$ cat src/rtl/ovl_pkg.sv
package ovl_pkg;
  localparam int ADDR_W = 16;
  localparam int SEG_N  = 8;
  localparam int SEG_W  = 3;
  localparam int CTRL_N = 7;

  // enable register bit positions
  localparam int CB_LOW  = 0;
  localparam int CB_HIGH = 1;
  localparam int CB_WAIT = 2;
  localparam int CB_S0   = 3;
  localparam int CB_S2   = 4;
  localparam int CB_S3   = 5;
  localparam int CB_S4   = 6;

  typedef logic [CTRL_N-1:0] ctrl_t;
  typedef enum logic [1:0] {TGT_NONE, TGT_RAM, TGT_CON, TGT_EXT} tgt_e;

  localparam ctrl_t CTRL_RST = ctrl_t'((1 << CB_LOW) | (1 << CB_HIGH));

  function automatic logic [SEG_W-1:0] seg_of(input logic [ADDR_W-1:0] a);
    return a[ADDR_W-1 -: SEG_W];
  endfunction

  function automatic logic seg_enable(input ctrl_t c, input logic [SEG_W-1:0] s);
    case (s)
      3'd0:    return c[CB_S0];
      3'd1:    return c[CB_LOW];
      3'd2:    return c[CB_S2];
      3'd3:    return c[CB_S3];
      3'd4:    return c[CB_S4];
      default: return c[CB_HIGH];
    endcase
  endfunction

  function automatic logic seg_console(input logic [SEG_W-1:0] s);
    return (s == 3'd0) || (s == 3'd3) || (s == 3'd4);
  endfunction

  function automatic logic vdp_read_port(input logic [ADDR_W-1:0] a);
    return a[ADDR_W-1:10] == 6'b100010;
  endfunction

  function automatic int wait_load(input tgt_e t, input logic vdp_rd,
                                   input logic wen, input int pass_w,
                                   input int vdp_w);
    int n;
    n = 0;
    if (t == TGT_CON || t == TGT_EXT) begin
      n = pass_w;
      if (vdp_rd && wen) n = n + vdp_w;
    end
    return n;
  endfunction
endpackage

$ cat src/rtl/ovl_ctrl_reg.sv
module ovl_ctrl_reg
  import ovl_pkg::*;
#(
  parameter int IO_AW    = 12,
  parameter int BIT_BASE = 12'h200
) (
  input  logic             clk,
  input  logic             rst_n,
  input  logic [IO_AW-1:0] io_addr,
  input  logic             io_wr,
  input  logic             io_wdata,
  output ctrl_t            ctrl,
  output logic             io_rdata,
  output logic             io_hit
);
  logic [IO_AW-1:0] off;
  logic [CTRL_N-1:0] bit_sel;

  assign off = io_addr - IO_AW'(BIT_BASE);

  genvar k;
  generate
    for (k = 0; k < CTRL_N; k++) begin : g_bit
      assign bit_sel[k] = (io_addr >= IO_AW'(BIT_BASE)) && (off == IO_AW'(k));
      always_ff @(posedge clk) begin
        if (!rst_n)                  ctrl[k] <= CTRL_RST[k];
        else if (io_wr && bit_sel[k]) ctrl[k] <= io_wdata;
      end
    end
  endgenerate

  assign io_hit   = |bit_sel;
  assign io_rdata = |(bit_sel & ctrl);
endmodule

$ cat src/rtl/ovl_decode.sv
module ovl_decode
  import ovl_pkg::*;
(
  input  logic [ADDR_W-1:0] cpu_addr,
  input  logic              mem_en,
  input  logic              mem_we,
  input  ctrl_t             ctrl,
  output tgt_e              tgt,
  output logic              ram_cs,
  output logic              ram_we,
  output logic              con_sel,
  output logic              ext_sel,
  output logic              vdp_rd,
  output logic [ADDR_W-1:0] ram_addr
);
  logic [SEG_N-1:0] seg_on;
  logic [SEG_N-1:0] seg_hit;
  logic [SEG_W-1:0] seg;

  assign seg = seg_of(cpu_addr);

  genvar s;
  generate
    for (s = 0; s < SEG_N; s++) begin : g_seg
      assign seg_on[s]  = seg_enable(ctrl, SEG_W'(s));
      assign seg_hit[s] = (seg == SEG_W'(s));
    end
  endgenerate

  always_comb begin
    if (!mem_en)                   tgt = TGT_NONE;
    else if (|(seg_on & seg_hit))  tgt = TGT_RAM;
    else if (seg_console(seg))     tgt = TGT_CON;
    else                           tgt = TGT_EXT;
  end

  assign ram_cs   = (tgt == TGT_RAM);
  assign ram_we   = ram_cs && mem_we;
  assign con_sel  = (tgt == TGT_CON);
  assign ext_sel  = (tgt == TGT_EXT);
  assign vdp_rd   = !mem_we && vdp_read_port(cpu_addr);
  assign ram_addr = cpu_addr;
endmodule

$ cat src/rtl/ovl_wait_gen.sv
module ovl_wait_gen
  import ovl_pkg::*;
#(
  parameter int PASS_WAITS = 4,
  parameter int VDP_WAITS  = 1
) (
  input  logic clk,
  input  logic rst_n,
  input  logic mem_en,
  input  tgt_e tgt,
  input  logic vdp_rd,
  input  logic wait_en,
  output logic cyc_start,
  output logic wait_req
);
  localparam int CNT_W = $clog2(PASS_WAITS + VDP_WAITS + 1) + 1;

  logic             en_q;
  logic [CNT_W-1:0] cnt;
  logic [CNT_W-1:0] load;

  assign cyc_start = mem_en && !en_q;
  assign load      = CNT_W'(wait_load(tgt, vdp_rd, wait_en, PASS_WAITS, VDP_WAITS));
  assign wait_req  = mem_en && (cyc_start ? (load != '0) : (cnt != '0));

  always_ff @(posedge clk) begin
    if (!rst_n) begin
      en_q <= 1'b0;
      cnt  <= '0;
    end else begin
      en_q <= mem_en;
      if (!mem_en)            cnt <= '0;
      else if (cyc_start)     cnt <= (load == '0) ? '0 : load - 1'b1;
      else if (cnt != '0)     cnt <= cnt - 1'b1;
    end
  end
endmodule

$ cat src/rtl/ovl_mapper.sv
module ovl_mapper
  import ovl_pkg::*;
#(
  parameter int IO_AW      = 12,
  parameter int BIT_BASE   = 12'h200,
  parameter int PASS_WAITS = 4,
  parameter int VDP_WAITS  = 1
) (
  input  logic             clk,
  input  logic             rst_n,
  input  logic [15:0]      cpu_addr,
  input  logic             mem_en,
  input  logic             mem_we,
  input  logic [IO_AW-1:0] io_addr,
  input  logic             io_wr,
  input  logic             io_wdata,
  output logic             io_rdata,
  output logic             io_hit,
  output logic             ram_cs,
  output logic             ram_we,
  output logic [15:0]      ram_addr,
  output logic             con_sel,
  output logic             ext_sel,
  output logic             vdp_wait_en,
  output logic             wait_req
);
  ctrl_t ctrl;
  tgt_e  tgt;
  logic  vdp_rd;
  logic  cyc_start;

  ovl_ctrl_reg #(.IO_AW(IO_AW), .BIT_BASE(BIT_BASE)) u_reg (
    .clk(clk), .rst_n(rst_n), .io_addr(io_addr), .io_wr(io_wr),
    .io_wdata(io_wdata), .ctrl(ctrl), .io_rdata(io_rdata), .io_hit(io_hit)
  );

  ovl_decode u_dec (
    .cpu_addr(cpu_addr), .mem_en(mem_en), .mem_we(mem_we), .ctrl(ctrl),
    .tgt(tgt), .ram_cs(ram_cs), .ram_we(ram_we), .con_sel(con_sel),
    .ext_sel(ext_sel), .vdp_rd(vdp_rd), .ram_addr(ram_addr)
  );

  ovl_wait_gen #(.PASS_WAITS(PASS_WAITS), .VDP_WAITS(VDP_WAITS)) u_wait (
    .clk(clk), .rst_n(rst_n), .mem_en(mem_en), .tgt(tgt), .vdp_rd(vdp_rd),
    .wait_en(ctrl[CB_WAIT]), .cyc_start(cyc_start), .wait_req(wait_req)
  );

  assign vdp_wait_en = ctrl[CB_WAIT];
endmodule

$ cat config.mk
export PLATFORM = sky130hd
export DESIGN_NAME = ovl_mapper
export DESIGN_NICKNAME = d
export VERILOG_FILES = /design/src/rtl/ovl_pkg.sv /design/src/rtl/ovl_ctrl_reg.sv /design/src/rtl/ovl_decode.sv /design/src/rtl/ovl_wait_gen.sv /design/src/rtl/ovl_mapper.sv
export SDC_FILE = /design/constraint.sdc
export NUM_CORES = 1
export LEC_CHECK = 0
export ABC_AREA = 1
export BUFFER_PORTS_ARGS = -buffer_cell sky130_fd_sc_hd__buf_2
export CAP_MARGIN = 10
export CORE_ASPECT_RATIO = 0.7
export CORE_MARGIN = 3
export CORE_UTILIZATION = 46
export CTS_CLUSTER_SIZE = 24
export DETAILED_ROUTE_END_ITERATION = 10
export GPL_TIMING_DRIVEN = 0
export PLACE_DENSITY = 0.86
export SLEW_MARGIN = 20
export SYNTH_ARGS = -nofsm -noshare
export SYNTH_HDL_FRONTEND = slang
export SYNTH_SLANG_ARGS = --single-unit
$ cat constraint.sdc
create_clock -name clk -period 1.6 [get_ports clk]
set_input_delay 0.16 -clock clk [delete_from_list [all_inputs] [get_ports clk]]
set_output_delay 0.16 -clock clk [all_outputs]
set_load 0.1 [all_outputs]
# Word-level counts from Yosys, hierarchy flattened
# Cells that the tools add are included.
# Widths: inputs -> output; s select.
# word_totals
regBits	12
output_inout_bits	24
# classes
add_sub_neg	3
n_lt_le_gt_ge	1
n_eq_ne	17
muxes	9
bitwise_logic	2
n_reduce_logical	34
# op_table
cell	n
$eq 12x3->1 const B	3
$eq 12x2->1 const B	2
$logic_and 1x1->1	19
$mux 4	4
$reduce_or 7->1	2
$eq 12x1->1 const B	1
$eq 3x3->1 const B	4
$ge 12x10->1 const B	1
$logic_not 12->1	1
$sub 12x10->12 const B	1
$and 8x8->8	1
$reduce_bool 4->1	2
$reduce_or 8->1	1
$sub 4x1->4 const B	2
$and 7x7->7	1
$eq 3x2->1 const B	2
$eq 6x6->1 const B	1
$eq 2x2->1 const B	2
$logic_not 4->1	1
$mux 2	2
$eq 3x1->1 const B	1
$logic_not 3->1	1
$logic_or 1x1->1	3
$mux 1	3
4 further kinds	5

# Depth between registers and ports, before layout
# logic_depth
ltp_word	12
ltp_mapped	11
depth_no_buf	11

# By module
# A second synthesis with hierarchy kept.
# unflattened
hier_cells	209
area_unflattened_um2	1242.4
# by_module_without_submodules
module	n_inst	cells_each	area_per_inst_um2	seq_area_each_um2
ovl_ctrl_reg	1	110	615.6	140.1
ovl_wait_gen	1	48	324.1	100.1
ovl_decode	1	51	302.8	0.0

# Least setup slack after synthesis
# Ideal clock, no wire load.
# synth_timing
path_kind	reg2out
from	reg u_reg.ctrl[6]
to	out ram_we
arrival_time_ns	2.718
required_ns	1.440
setup_slack_ns	-1.278
path_stages_with_launch	7
cell_sequence	dfxtp_1 > inv_1 > nand2_1 > nand2_1 > nor2_1 > nor2_4 > nor3_1
# synth_via
elab_chain_len	6
# synth_rtl
item	line_no	rtl
start, declared	ovl_ctrl_reg.sv:12	output ctrl_t ctrl,
start signal, assigned by index	ovl_ctrl_reg.sv:26	if (!rst_n) ctrl[k] <= CTRL_RST[k];
start signal, assigned by index	ovl_ctrl_reg.sv:27	else if (io_wr && bit_sel[k]) ctrl[k] <= io_wdata;
$and 8x8->8	ovl_decode.sv:32	else if (|(seg_on & seg_hit)) tgt = TGT_RAM;
$reduce_or 8->1	ovl_decode.sv:32	
$mux 2	ovl_decode.sv:32	
$mux 2	ovl_decode.sv:31	if (!mem_en) tgt = TGT_NONE;
$eq 2x1->1	ovl_decode.sv:37	assign ram_cs = (tgt == TGT_RAM);
$logic_and 1x1->1	ovl_decode.sv:38	assign ram_we = ram_cs && mem_we;
end, declared	ovl_mapper.sv:20	output logic ram_we,
# No other way between the ends.

# Worst setup path after layout
# Ends and elaborated chain as after synthesis.

==> results.json <==
{
  "setup_violations": 6,
  "violations": "negative setup slack",
  "grt_max_degree": 11,
  "synth_area_per_cell_sq_um": 5.87,
  "hold_viol": 0,
  "n_antenna_cell": 0,
  "synthCells": 203,
  "die_h_um": 48.6,
  "dp_hpwl_um": 2420,
  "clock_latency_ns": 0.24,
  "die_x_um": 66.8,
  "initialDrtViolationCount": 82,
  "pin_count": 58,
  "vias": 1503,
  "clock-sinks": 12,
  "worst_slew_pin_slew_ns": 0.504,
  "drc_errors": 0,
  "critical_path.top_delay_family": "simple AND/OR/NAND/NOR gates",
  "regToRegSetupSlack_ns": 0.27,
  "routed_wl_um": 3590,
  "grt_remaining_overflow": 0,
  "synth.net_count": 239,
  "startpoint": "u_reg.ctrl[6]",
  "grt_antenna_before_repair": 0,
  "drive_above_1_share_pct": 45.1,
  "yosysWarnings": 0,
  "wl_per_cell_um": 12.1,
  "hp-start": "rst_n",
  "r2r_start": "u_wait.cnt[0]",
  "max_cap_violations": 0,
  "finalWorstPathRequiredPeriod_ns": 1.66,
  "rows": 14,
  "crit_path_max_fanout": 5,
  "combPwrFrac_pct": 46.3,
  "status": "finished, violations left",
  "cts_buffer_depth": 2,
  "start_util_pct": 51.9,
  "fillers": 152,
  "setup_ws_ns": -0.0626,
  "final.setup_skew_ns": 0.00570,
  "worst-endpoint-arrival_ns": 1.50,
  "grt_usage_pct": 22.4,
  "crit_slowest_cell": "dfxtp_1",
  "crit_top_cell": "nand2_1",
  "worstHoldPathType": "input port to flop",
  "cts_tree": "built",
  "worstPathRequired_ns": 1.44,
  "power_density_nw_per_um2": 646,
  "utilization_pct": 80.4,
  "path_class": "flop to output port",
  "syn_area_sq_um": 1190,
  "root_buffer": "clkbuf_8",
  "nNetsFinal": 301,
  "endpoint_kind": "output port",
  "fmax_mhz": 601,
  "reg2reg_depth": 8,
  "cp.depth": 8,
  "min_path_cells": 2,
  "cts_buffers": 3,
  "rsz0062_at_grt": "true",
  "finalPower_mw": 1.19,
  "portBuffers": 47,
  "post_dp_cell_area_sq_um": 1520,
  "cts_hold_buf": 0,
  "clkTransAtPathRegs_ns": 0.05,
  "grt_pass1_vias": 1322,
  "crit_buf_inv": 3,
  "switching_power_uw": 500,
  "area_delta_synth_final_pct": 54.8,
  "yosysSeqAreaShare_pct": 20.2,
  "first_pass_iters": 4,
  "seq_power_share_pct": 26.2,
  "die_area_sq_um": 3250,
  "ir_drop_mv": 0.662,
  "cp-endpoint": "ram_we",
  "htree_levels": 1,
  "design_area_sq_um": 1840,
  "gp_congestion": 0.864,
  "drtAntennaViolNets": 0,
  "pwr-share-clk_pct": 27.6,
  "viasPerCell": 5.08,
  "r2r-end": "u_wait.cnt[1]",
  "path_cells": "inv_1 > nand2_1 > nand2_1 > nor2_2 > nor2_4 > buf_4 > nor3_4 > buf_8",
  "min_period_over_period_pct": 104,
  "p_sw_share_pct": 42.0,
  "slew_viol_final": 0,
  "cp-start-kind": "flop",
  "ys_types": 21,
  "leakage_nw": 0.955,
  "maxSlewHeadroom_pct": 66.6,
  "grt_pass1_wl_um": 5700,
  "core-area_sq_um": 2290,
  "p_int_uw": 691,
  "cpPeakStageDelay_ns": 0.36,
  "synth_seq_cells": 12
}
## logic make-up (layout without fill, tap and decap cells)
group	count (synthesis)	after routing	synth area share, %
buf+inv	50	111	21.4
simple gates	122	122	48.3
flops	12	12	20.2
fa+ha+maj	2	2	2.10
compound gates	17	17	7.98
## synth_stat cells, drive strengths merged
master	number	share of area, %
ha	2	2.1
nand3b	1	0.63
a21oi	10	4.8
o21ai	6	2.5
inv	32	10
nor2	37	15
nand4	9	4.7
o211ai	1	0.63
nand2	48	17
clkbuf	1	0.31
nand3	22	9.2
nor3	5	2.1
dfxtp	12	20
buf	17	11
## timing repair
action,4_1_cts,5_1_grt
endpoints found under the hold margin,0,0
pin swaps,11,7
gates resized for setup,46,9
setup buffers,8,2
setup endpoints to repair,7,6
## state kept, by name, indices dropped and copies added, names as in the netlist
| name | flops |
|---|---|
| u_reg.ctrl | 7 |
| u_wait.cnt | 4 |
| u_wait.en_q | 1 |
## power by group through the flow
stage	Combinational [mW]	Clock, mW	Sequential (mW)
after global routing	0.585	0.348	0.312
after detailed placement	0.468	0	0.317
final	0.551	0.328	0.312
after CTS	0.534	0.338	0.311
after floorplan	0.376	0	0.316
after global placement	0.462	0	0.317
## area by class of cell
class | instances | area [sq um] | share of cell area [%]
tap | 32 | 40.0 | 2.17
multi-input combinational | 141 | 810 | 43.9
clock buffer | 4 | 55.1 | 2.99
timing repair buffer | 57 | 434 | 23.5
sequential | 12 | 245 | 13.3
inverter | 32 | 125 | 6.78
buffer | 18 | 135 | 7.33
## metrics by stage
stage	hold WS, ns	setup TNS [ns]	setup WS (ns)	std cells
floorplan	0.245	-0.00283	-0.00283	203
global route	0.158	-0.669	-0.141	296
global placement	0.392	-0.873	-0.296	282
detailed placement	0.393	-0.986	-0.313	282
finish	0.148	-0.215	-0.0626	296
CTS	0.141	-0.0584	-0.0285	294
## layer usage
layer	vias to the layer above	share of wire, %	wire length [um]	track usage [%]
li1	755	-	-	-
met1	674	44	1570	30.0
met2	62	45	1620	34.5
met3	12	8.8	314	5.32
met4	0	2.2	80	8.11
met5	-	0	0	0
## worst min-delay path by stage
stage | to | slack (ns)
after CTS | u_reg.ctrl[0] | 0.14
after global placement | u_reg.ctrl[1] | 0.39
after floorplan | u_reg.ctrl[0] | 0.24
after global routing | u_reg.ctrl[1] | 0.16
after detailed placement | u_reg.ctrl[0] | 0.39
final | u_reg.ctrl[1] | 0.15
## cells in the final DEF (no fill, tap or decap)
cell type | Yosys | layout
a21oi_1 | 8 | 8
a21oi_2 | 2 | 2
buf_12 | 0 | 6
buf_2 | 0 | 38
buf_4 | 16 | 25
buf_6 | 1 | 2
buf_8 | 0 | 3
clkbuf_1 | 1 | 1
clkbuf_8 | 0 | 4
dfxtp_1 | 12 | 8
dfxtp_2 | 0 | 4
ha_1 | 2 | 1
ha_4 | 0 | 1
inv_1 | 31 | 29
inv_2 | 1 | 1
inv_4 | 0 | 2
nand2_1 | 43 | 36
nand2_2 | 4 | 8
nand2_4 | 1 | 4
nand3_1 | 22 | 21
nand3_2 | 0 | 1
nand3b_1 | 1 | 1
nand4_1 | 9 | 9
nor2_1 | 29 | 20
nor2_2 | 4 | 7
nor2_4 | 4 | 10
nor3_1 | 5 | 4
nor3_4 | 0 | 1
o211ai_1 | 1 | 1
o21ai_0 | 6 | 6
(Power assumes the default switching activity.)
